### config.mk
export PLATFORM = sky130hd
export DESIGN_NAME = pulse_gap_writer
export DESIGN_NICKNAME = d
export VERILOG_FILES = /design/src/rtl/pgw_pkg.sv /design/src/rtl/pgw_prescaler.sv /design/src/rtl/pgw_datapath.sv /design/src/rtl/pgw_ctrl.sv /design/src/rtl/pulse_gap_writer.sv
export SDC_FILE = /design/constraint.sdc
export NUM_CORES = 1
export LEC_CHECK = 0
export BUFFER_PORTS_ARGS = -buffer_cell sky130_fd_sc_hd__buf_2
export CORE_ASPECT_RATIO = 0.6
export CORE_MARGIN = 5
export CORE_UTILIZATION = 35
export DETAILED_ROUTE_END_ITERATION = 16
export GPL_ROUTABILITY_DRIVEN = 0
export PLACE_DENSITY = 0.52
export SYNTH_ARGS = -nofsm -noshare
export SYNTH_HDL_FRONTEND = slang
export SYNTH_SLANG_ARGS = --single-unit
### constraint.sdc
create_clock -name clk -period 3.4 [get_ports clk]
set_clock_uncertainty 0.2 [all_clocks]
set_input_delay 0.17 -clock clk [delete_from_list [all_inputs] [get_ports clk]]
set_output_delay 0.17 -clock clk [all_outputs]
set_load 0.02 [all_outputs]
### src/rtl/pgw_pkg.sv
package pgw_pkg;
  localparam int FRAME_BITS = 112;
  localparam logic [7:0] KEY_BYTE   = 8'hBB;
  localparam logic [7:0] PASS_BYTE  = 8'hEB;
  localparam logic [7:0] TRAIL_LO   = 8'h00;
  localparam logic [7:0] TRAIL_HI   = 8'h03;

  typedef struct packed {
    logic load;     // capture inputs and build the frame
    logic advance;  // move to the next frame bit
  } pgwStrobe_t;

  // one byte step of the reflected CRC-16, table-free form
  function automatic logic [15:0] crcStep(input logic [15:0] c, input logic [7:0] b);
    logic [7:0] t;
    t = b ^ c[7:0];
    t = t ^ (t << 4);
    return (c >> 8) ^ {t, 8'h00} ^ {5'h00, t, 3'h0} ^ {12'h000, t[7:4]};
  endfunction

  function automatic logic [15:0] crcOfWord(input logic [63:0] w);
    logic [15:0] c;
    c = 16'h0000;
    for (int k = 0; k < 8; k++) c = crcStep(c, w[8*k +: 8]);
    return c;
  endfunction
endpackage

### src/rtl/pgw_prescaler.sv
module pgw_prescaler #(
  parameter int CLKS_PER_US = 48
) (
  input  logic clk,
  input  logic rstN,
  input  logic clear,
  output logic tick
);
  localparam int PW = $clog2(CLKS_PER_US + 1);
  logic [PW-1:0] preCnt;

  assign tick = (preCnt == PW'(CLKS_PER_US - 1));

  always_ff @(posedge clk or negedge rstN) begin
    if (!rstN)           preCnt <= '0;
    else if (clear || tick) preCnt <= '0;
    else                 preCnt <= preCnt + PW'(1);
  end
endmodule

### src/rtl/pgw_datapath.sv
module pgw_datapath
  import pgw_pkg::*;
(
  input  logic        clk,
  input  logic        rstN,
  input  pgwStrobe_t  strobe,
  input  logic [63:0] dataWord,
  input  logic [15:0] crcIn,
  output logic        curBit,
  output logic        nextBit,
  output logic        lastBit
);
  localparam int BW = $clog2(FRAME_BITS + 1);

  logic [FRAME_BITS-1:0] frameReg;
  logic [BW-1:0]         bitsLeft;
  logic [15:0]           crcSel;

  assign crcSel  = (crcIn == 16'h0000) ? crcOfWord(dataWord) : crcIn;
  assign curBit  = frameReg[0];
  assign nextBit = frameReg[1];
  assign lastBit = (bitsLeft == BW'(1));

  always_ff @(posedge clk or negedge rstN) begin
    if (!rstN) begin
      frameReg <= '0;
      bitsLeft <= '0;
    end else if (strobe.load) begin
      frameReg <= {TRAIL_HI, TRAIL_LO, crcSel, dataWord, PASS_BYTE, KEY_BYTE};
      bitsLeft <= BW'(FRAME_BITS);
    end else if (strobe.advance) begin
      frameReg <= frameReg >> 1;
      bitsLeft <= bitsLeft - BW'(1);
    end
  end
endmodule

### src/rtl/pgw_ctrl.sv
module pgw_ctrl
  import pgw_pkg::*;
#(
  parameter int CHARGE_US   = 50000,
  parameter int HOLD_US     = 50000,
  parameter int ONE_OFF_US  = 1000,
  parameter int ONE_ON_US   = 1000,
  parameter int ZERO_OFF_US = 300,
  parameter int ZERO_ON_US  = 1700,
  parameter int CW          = 16
) (
  input  logic       clk,
  input  logic       rstN,
  input  logic       start,
  input  logic       tick,
  input  logic       curBit,
  input  logic       nextBit,
  input  logic       lastBit,
  output pgwStrobe_t strobe,
  output logic       fieldOn,
  output logic       busy,
  output logic       done
);
  typedef enum logic [2:0] {S_IDLE, S_CHARGE, S_GAP, S_ON, S_HOLD} phase_t;

  phase_t        phase;
  logic [CW-1:0] ticksLeft;
  logic          phaseEnd;

  assign phaseEnd = tick && (ticksLeft == '0);
  assign fieldOn  = (phase == S_CHARGE) || (phase == S_ON) || (phase == S_HOLD);
  assign busy     = (phase != S_IDLE);

  always_comb begin
    strobe.load    = (phase == S_IDLE) && start;
    strobe.advance = (phase == S_ON) && phaseEnd && !lastBit;
  end

  always_ff @(posedge clk or negedge rstN) begin
    if (!rstN) begin
      phase     <= S_IDLE;
      ticksLeft <= '0;
      done      <= 1'b0;
    end else begin
      done <= 1'b0;
      unique case (phase)
        S_IDLE: if (start) begin
          phase     <= S_CHARGE;
          ticksLeft <= CW'(CHARGE_US - 1);
        end
        S_CHARGE: if (phaseEnd) begin
          phase     <= S_GAP;
          ticksLeft <= curBit ? CW'(ONE_OFF_US - 1) : CW'(ZERO_OFF_US - 1);
        end else if (tick) ticksLeft <= ticksLeft - CW'(1);
        S_GAP: if (phaseEnd) begin
          phase     <= S_ON;
          ticksLeft <= curBit ? CW'(ONE_ON_US - 1) : CW'(ZERO_ON_US - 1);
        end else if (tick) ticksLeft <= ticksLeft - CW'(1);
        S_ON: if (phaseEnd) begin
          if (lastBit) begin
            phase     <= S_HOLD;
            ticksLeft <= CW'(HOLD_US - 1);
          end else begin
            phase     <= S_GAP;
            ticksLeft <= nextBit ? CW'(ONE_OFF_US - 1) : CW'(ZERO_OFF_US - 1);
          end
        end else if (tick) ticksLeft <= ticksLeft - CW'(1);
        S_HOLD: if (phaseEnd) begin
          phase <= S_IDLE;
          done  <= 1'b1;
        end else if (tick) ticksLeft <= ticksLeft - CW'(1);
        default: phase <= S_IDLE;
      endcase
    end
  end
endmodule

### src/rtl/pulse_gap_writer.sv
module pulse_gap_writer
  import pgw_pkg::*;
#(
  parameter int CLKS_PER_US = 48,
  parameter int CHARGE_US   = 50000,
  parameter int HOLD_US     = 50000,
  parameter int ONE_OFF_US  = 1000,
  parameter int ONE_ON_US   = 1000,
  parameter int ZERO_OFF_US = 300,
  parameter int ZERO_ON_US  = 1700
) (
  input  logic        clk,
  input  logic        rstN,
  input  logic        start,
  input  logic [63:0] dataWord,
  input  logic [15:0] crcIn,
  output logic        fieldOn,
  output logic        busy,
  output logic        done
);
  localparam int MAX_A = (CHARGE_US > HOLD_US) ? CHARGE_US : HOLD_US;
  localparam int MAX_B = (ONE_OFF_US > ONE_ON_US) ? ONE_OFF_US : ONE_ON_US;
  localparam int MAX_C = (ZERO_OFF_US > ZERO_ON_US) ? ZERO_OFF_US : ZERO_ON_US;
  localparam int MAX_D = (MAX_A > MAX_B) ? MAX_A : MAX_B;
  localparam int MAX_T = (MAX_D > MAX_C) ? MAX_D : MAX_C;
  localparam int CW    = $clog2(MAX_T + 1);

  pgwStrobe_t strobe;
  logic tick, curBit, nextBit, lastBit;

  pgw_prescaler #(.CLKS_PER_US(CLKS_PER_US)) u_pre (
    .clk(clk), .rstN(rstN), .clear(strobe.load), .tick(tick)
  );

  pgw_datapath u_dp (
    .clk(clk), .rstN(rstN), .strobe(strobe), .dataWord(dataWord), .crcIn(crcIn),
    .curBit(curBit), .nextBit(nextBit), .lastBit(lastBit)
  );

  pgw_ctrl #(
    .CHARGE_US(CHARGE_US), .HOLD_US(HOLD_US),
    .ONE_OFF_US(ONE_OFF_US), .ONE_ON_US(ONE_ON_US),
    .ZERO_OFF_US(ZERO_OFF_US), .ZERO_ON_US(ZERO_ON_US), .CW(CW)
  ) u_ctrl (
    .clk(clk), .rstN(rstN), .start(start), .tick(tick),
    .curBit(curBit), .nextBit(nextBit), .lastBit(lastBit),
    .strobe(strobe), .fieldOn(fieldOn), .busy(busy), .done(done)
  );
endmodule

* After elaboration in Yosys (flattened, before gate mapping)
Index checks and enable logic that the tools add are counted.
** Storage, ports and cells
- Register bits after elaboration :: 145
- Bits in latches :: 0
- Memory bits (writable) :: 0
- ROM bits :: 0
- Input port bits :: 83
- Output and inout bits :: 3
- Memories :: 0
** Operators by class
- Add/sub/neg operators :: 3
- Multiply operators :: 0
- Div/mod/pow operators :: 0
- Order comparisons :: 0
- Equal/unequal tests :: 12
- Shift-type cells :: 0
- Muxes and demuxes :: 26
- Bitwise gates (word level) :: 38
- Reduce and logical (&&, ||, !) cells :: 16
** Operator list (number)
- $mux W112 :: 2
- $mux W16 :: 8
- $xor A16 B11 Y16 :: 8
- $xor A16 B4 Y16 :: 8
- $xor A8 B8 Y8 :: 15
- $xor A8 B16 Y16 :: 7
- $pmux W16 S5 :: 1
- $logic_not A16 Y1 :: 2
- $mux W10 :: 2
- $mux W3 :: 6
- $sub A16 B1 Y16 const B :: 1
- $pmux W3 S5 :: 1
- $mux W7 :: 2
- $mux W11 :: 1
- $ne A2 B1 Y1 const B :: 4
- $eq A7 B1 Y1 const B :: 1
- $sub A7 B1 Y7 const B :: 1
- $add A6 B1 Y6 const B :: 1
- $eq A3 B2 Y1 const B :: 2
- $eq A6 B6 Y1 const B :: 1
- $mux W6 :: 1
- $reduce_and A5 Y1 :: 1
- $reduce_bool A5 Y1 :: 1
- $logic_and A1 B1 Y1 :: 4
- other kinds (10) :: 14

* Depth between registers and ports, before layout
- Depth in word-level cells :: 40
- Depth in mapped cells :: 14

* Cells and area by module
Synthesis repeated with hierarchy kept, for this count alone.
** Unflattened totals
- Cell total of the unflattened synthesis :: 899
- Area, all modules :: 9611.7 µm²
** By module, submodules not included
- pgw_datapath :: times used 1, cells an instance 673, area an instance 7751.2 µm²
- pgw_ctrl :: times used 1, cells an instance 201, area an instance 1587.8 µm²
- pgw_prescaler :: times used 1, cells an instance 25, area an instance 272.8 µm²

* Worst setup path after synthesis
No wires, ideal clock.
- Kind :: input -> register
- Start :: in dataWord[1]
- End :: reg u_dp.frameReg[86]
- Setup time :: 0.141 ns
- Arrival :: 3.486 ns
- Data required time :: 3.059 ns
- Path slack :: -0.427 ns
- Stages :: 11
- Buffers on the path :: 1
- Cell sequence :: clkbuf_1 xnor2_1 xor3_2 xnor3_2 xnor3_2 xnor2_4 xor2_2 xnor3_2 xor3_1 a211oi_1 a31oi_1
** On the way
- Longest elaborated chain between the ends :: 32
- Elaborated cells between the ends (all ways) :: 40
- Classes of those cells :: mux: 2; bitwise: 38
** Ends and longest elaborated chain
- start: declaration :: line pulse_gap_writer.sv:15 : input logic [63:0] dataWord,
- $xor A8 B8 Y8 * :: line pgw_pkg.sv:17 : t = t ^ (t << 4);
- $xor A16 B11 Y16 :: line pgw_pkg.sv:18 : return (c >> 8) ^ {t, 8'h00} ^ {5'h00, t, 3'h0} ^ {12'h000, t[7:4]};
- $xor A16 B4 Y16 * :: line pgw_pkg.sv:18
- $xor A8 B16 Y16 or $xor A8 B8 Y8 (tied branches) :: line pgw_pkg.sv:18, pgw_pkg.sv:16
- $xor A16 B11 Y16 or $xor A8 B8 Y8 (tied branches) :: line pgw_pkg.sv:18, pgw_pkg.sv:17
- $xor A16 B4 Y16 * :: line pgw_pkg.sv:18
- $xor A8 B8 Y8 (tied with other cells) :: line pgw_pkg.sv:16 : t = b ^ c[7:0];
- $xor A8 B8 Y8 (tied with other cells) :: line pgw_pkg.sv:17
- [... 16 more ...]
- $xor A8 B16 Y16 (tied with other cells) :: line pgw_pkg.sv:18
- $xor A16 B11 Y16 or $xor A16 B4 Y16 (tied branches) :: line pgw_pkg.sv:18
- $xor A16 B4 Y16 * :: line pgw_pkg.sv:18
- $xor A8 B16 Y16 or $xor A8 B8 Y8 (tied branches) :: line pgw_pkg.sv:18, pgw_pkg.sv:17
- $xor A16 B11 Y16 * :: line pgw_pkg.sv:18
- $xor A16 B4 Y16 * :: line pgw_pkg.sv:18
- $mux W16 * :: line pgw_datapath.sv:19 : assign crcSel = (crcIn == 16'h0000) ? crcOfWord(dataWord) : crcIn;
- $mux W112 * :: line pgw_datapath.sv:28 : end else if (strobe.load) begin
- end signal: assignment :: line pgw_datapath.sv:29 : frameReg <= {TRAIL_HI, TRAIL_LO, crcSel, dataWord, PASS_BYTE, KEY_BYTE};
- end signal: assignment :: line pgw_datapath.sv:32 : frameReg <= frameReg >> 1;
- end: declaration :: line pgw_datapath.sv:15 : logic [FRAME_BITS-1:0] frameReg;
Mark *: on every way between the ends. The rest lies on a longest branch, timed or not.
A chain may end at the register's enable or synchronous reset.

* Worst setup path in the final report
- Start :: reg u_ctrl.ticksLeft[5]
- End :: reg u_ctrl.ticksLeft[2]
** On the way
- Longest elaborated chain between the ends :: 4
- Elaborated cells between the ends (all ways) :: 8
- Classes of those cells :: eq/ne: 1; mux: 4; reduce/logical: 3
** Ends and longest elaborated chain
- start: declaration :: line pgw_ctrl.sv:27 : logic [CW-1:0] ticksLeft;
- start signal: assignment :: line pgw_ctrl.sv:49 : ticksLeft <= CW'(CHARGE_US - 1);
- start signal: assignment :: line pgw_ctrl.sv:53 : ticksLeft <= curBit ? CW'(ONE_OFF_US - 1) : CW'(ZERO_OFF_US - 1);
- start signal: assignment :: line pgw_ctrl.sv:54 : end else if (tick) ticksLeft <= ticksLeft - CW'(1);
- $logic_not A16 Y1 * :: line pgw_ctrl.sv:30 : assign phaseEnd = tick && (ticksLeft == '0);
- $logic_and A1 B1 Y1 * :: line pgw_ctrl.sv:30
- $mux W16 (tied with other cells) :: line pgw_ctrl.sv:59 : S_ON: if (phaseEnd) begin
- $pmux W16 S5 or $reduce_and A3 Y1 (tied branches)
Marks and branches as above.

==> results.json <==
{
  "grt-ovfl-total": 0,
  "final_util": 0.482,
  "drive_gt1_frac": 0.239,
  "grt_first_pass_wirelength_um": 43800,
  "syn_inst": 996,
  "grt_usage": 0.193,
  "seq_area_um2": 3480,
  "rows": 45,
  "ctsLongestPathBuffers": 2,
  "worstPathRequired_ns": 3.45,
  "syn-mean-instance-area_um2": 9.06,
  "end_kind": "register",
  "antenna_found_initial": 0,
  "whs_ns": -0.0112,
  "grt_max_degree": 115,
  "regToRegSetupSlack_ns": 0.10,
  "clkSinkCount": 139,
  "arrival_ns": 3.35,
  "post_drt_wl_per_cell_um": 17.6,
  "yosys-top-cells-area": "dfrtp_1 39%, nand2_1 9.8%, xnor2_1 9.2%",
  "cts_buffers": 17,
  "clkSlewWorstSetupHoldPaths_ns": 0.06,
  "detail-route-antenna-nets": 0,
  "syn2layout_area_growth_pct": 35.3,
  "grt_pass1_vias": 7488,
  "core_area_um2": 25300,
  "yosysTopAreaCellShare": 0.385,
  "first_pass_iters": 5,
  "die_x_um": 217,
  "clockRootBuffer": "clkbuf_16",
  "yosysSeqAreaShare": 0.385,
  "drv_cap": 0,
  "max_slew_margin": 0.432,
  "post-route-drc-count": 0,
  "synth_ff_type": "dfrtp_1",
  "yosys.cell_types.count": 50,
  "r2r_cells": 9,
  "synth_top_area_cell": "dfrtp_1",
  "power.density_nw_per_um2": 1440,
  "finalSetupViolations": 0,
  "max_freq_mhz": 303,
  "cp_max_fo": 5,
  "synth_seq_cells": 139,
  "cp-start-kind": "register",
  "crit_end": "u_ctrl.ticksLeft[2]$_DFFE_PN0P_",
  "numPortBuffers": 85,
  "finalHoldViolCount": 1,
  "total_leakage_power_nw": 5.59,
  "htreeDepth": 4,
  "die_h_um": 134,
  "maxSlewViolCount": 0,
  "cts_tree": "built",
  "insertion_delay_ns": 0.43,
  "async_reset_ff_frac": 1.00,
  "num_antenna_cells": 0,
  "nets": 1306,
  "syn_nets": 1083,
  "status": "complete, but fails checks",
  "violations": "hold timing",
  "crit_start": "u_ctrl.ticksLeft[5]$_DFFE_PN0P_",
  "fin_setup_tns_ns": 0,
  "tightest_slew_ns": 0.852,
  "yosysWarnings": 0,
  "layout_worst_path_cycle_share": 0.971,
  "syn_area_um2": 9030,
  "io_pins": 86,
  "multi_input_area_um2": 5650,
  "via_per_inst": 5.09,
  "ir_drop_mv": 2.23,
  "regToRegEndpoint": "u_ctrl.ticksLeft[2]$_DFFE_PN0P_",
  "die-area_um2": 29200,
  "initial_core_util": 0.356,
  "synth_edf_count": 0,
  "routed_wl_um": 27500,
  "worstSetupPathType": "reg2reg",
  "timing.rr.start": "u_ctrl.ticksLeft[5]$_DFFE_PN0P_",
  "place_hpwl_um": 20000,
  "nFillCells": 2387,
  "dr.first_iter.drc_count": 857,
  "final.min_clock_period_ns": 3.30,
  "vias": 7941,
  "rsz0062_at_grt": "true",
  "hp-class": "in2reg"
}
## registers in the layout, summed over array words and instances (netlist names)
register,flops
u_ctrl.ticksLeft,16
u_dp.frameReg,106
u_ctrl.phase,3
u_ctrl.done,1
u_pre.preCnt,6
u_dp.bitsLeft,7
## worst min-delay path by stage
stage                            start                       endpoint  slack (ns)  cells after the start
after floorplan                   rstN          u_ctrl.done$_DFF_PN0_       -0.33                      0
after global placement            rstN          u_ctrl.done$_DFF_PN0_       -0.03                      1
after detailed placement          rstN          u_ctrl.done$_DFF_PN0_       -0.03                      1
after CTS                  dataWord[7]  u_dp.frameReg[23]$_DFFE_PN0P_        0.02                      4
after global routing      dataWord[29]  u_dp.frameReg[45]$_DFFE_PN0P_      0.0003                      4
final                     dataWord[29]  u_dp.frameReg[45]$_DFFE_PN0P_       -0.01                      4
## worst max-delay path, cell delays in order (launching register included)
cell	delay [ns]
dfrtp_1	0.39
or3_1	0.43
or3_4	0.39
or3_1	0.34
or3_1	0.37
maj3_1	0.41
mux2i_2	0.22
a21oi_1	0.06
o21ai_0	0.17
o311ai_0	0.14
## area by class of cell
| type | instances | area share |
|---|---|---|
| multi-input cells | 786 | 0.462 |
| inverters | 6 | 0.00184 |
| repair buffers | 269 | 0.169 |
| clock inverters | 7 | 0.00932 |
| well taps | 329 | 0.0337 |
| clock buffers | 25 | 0.0389 |
| flip-flops and latches | 139 | 0.285 |
## through the flow
stage / hold WS, ns / setup slack, ns / area (um2) / cells / power (W)
5_1_grt: 0.000306 / -0.0132 / 12200 / 1561 / 0.0187
3_5_place_dp: -0.0333 / -0.308 / 10600 / 1449 / 0.0138
4_1_cts: 0.0197 / 0.0271 / 11900 / 1557 / 0.0159
6_report: -0.0112 / 0.100 / 12200 / 1561 / 0.0176
3_3_place_gp: -0.0318 / -0.254 / 10600 / 1449 / 0.0139
2_1_floorplan: -0.326 / -0.0693 / 9120 / 996 / 0.0103
## placed cells by master, fill, tap and decap left out, types with 14 or more instances in the layout
cell	instances
clkbuf_16	17
dlygate4sd3_1	73
nor2_1	101
a21oi_1	31
o21ai_0	30
nand2_1	235
xnor2_1	71
xor2_1	34
xnor2_2	21
buf_4	106
xnor3_1	21
xnor3_2	14
a31oi_1	78
nand3_1	27
buf_2	83
dfrtp_1	139
## synthesized netlist by cell type (all sizes together) (2+ instances only)
cell,number
or3,7
buf,5
xnor3,37
inv,6
nor3,9
or4,3
xor3,9
o31ai,10
dfrtp,139
clkbuf,60
a22oi,3
or2,6
nor2b,5
a31oi,78
o41ai,2
and3,2
nor3b,3
nor4,7
o21ai,30
ha,4
nand4b,2
nand2,235
xnor2,101
mux2i,4
xor2,39
nand3b,3
nand3,27
a211oi,10
nand2b,3
o22ai,2
a21oi,31
nor2,102
## report_power, final
part           internal, W  total, W  switching (W)
registers          0.00175   0.00181      0.0000659
logic              0.00804    0.0139        0.00589
clock network      0.00119   0.00189       0.000703
total               0.0110    0.0176        0.00666
## repair_timing
action	4_1_cts	5_1_grt
buffers inserted	0	7
hold endpoints to repair	128	0
hold buffers	76	0
endpoints found under the setup margin	0	47
gates resized for setup	0	42
## kinds of logic (layout without fill, tap and decap cells)
logic type / count (synthesis) / count (layout) / share of synthesized area
AO/OA/AOI/OAI: 174 / 174 / 0.118
XOR/XNOR: 186 / 186 / 0.263
adder cells (fa/ha/maj): 5 / 5 / 0.00665
buffers and inverters: 71 / 307 / 0.0295
flip-flops: 139 / 139 / 0.385
multiplexers: 4 / 4 / 0.00444
AND/OR/NAND/NOR: 417 / 417 / 0.193
## metal layers
layer / share of wire / track usage
met1: 0.55 / 0.329
met2: 0.37 / 0.233
met3: 0.074 / 0.0514
met4: 0.0061 / 0.0389
met5: 0 / 0
Note: power is estimated with default switching activity, not from simulation.
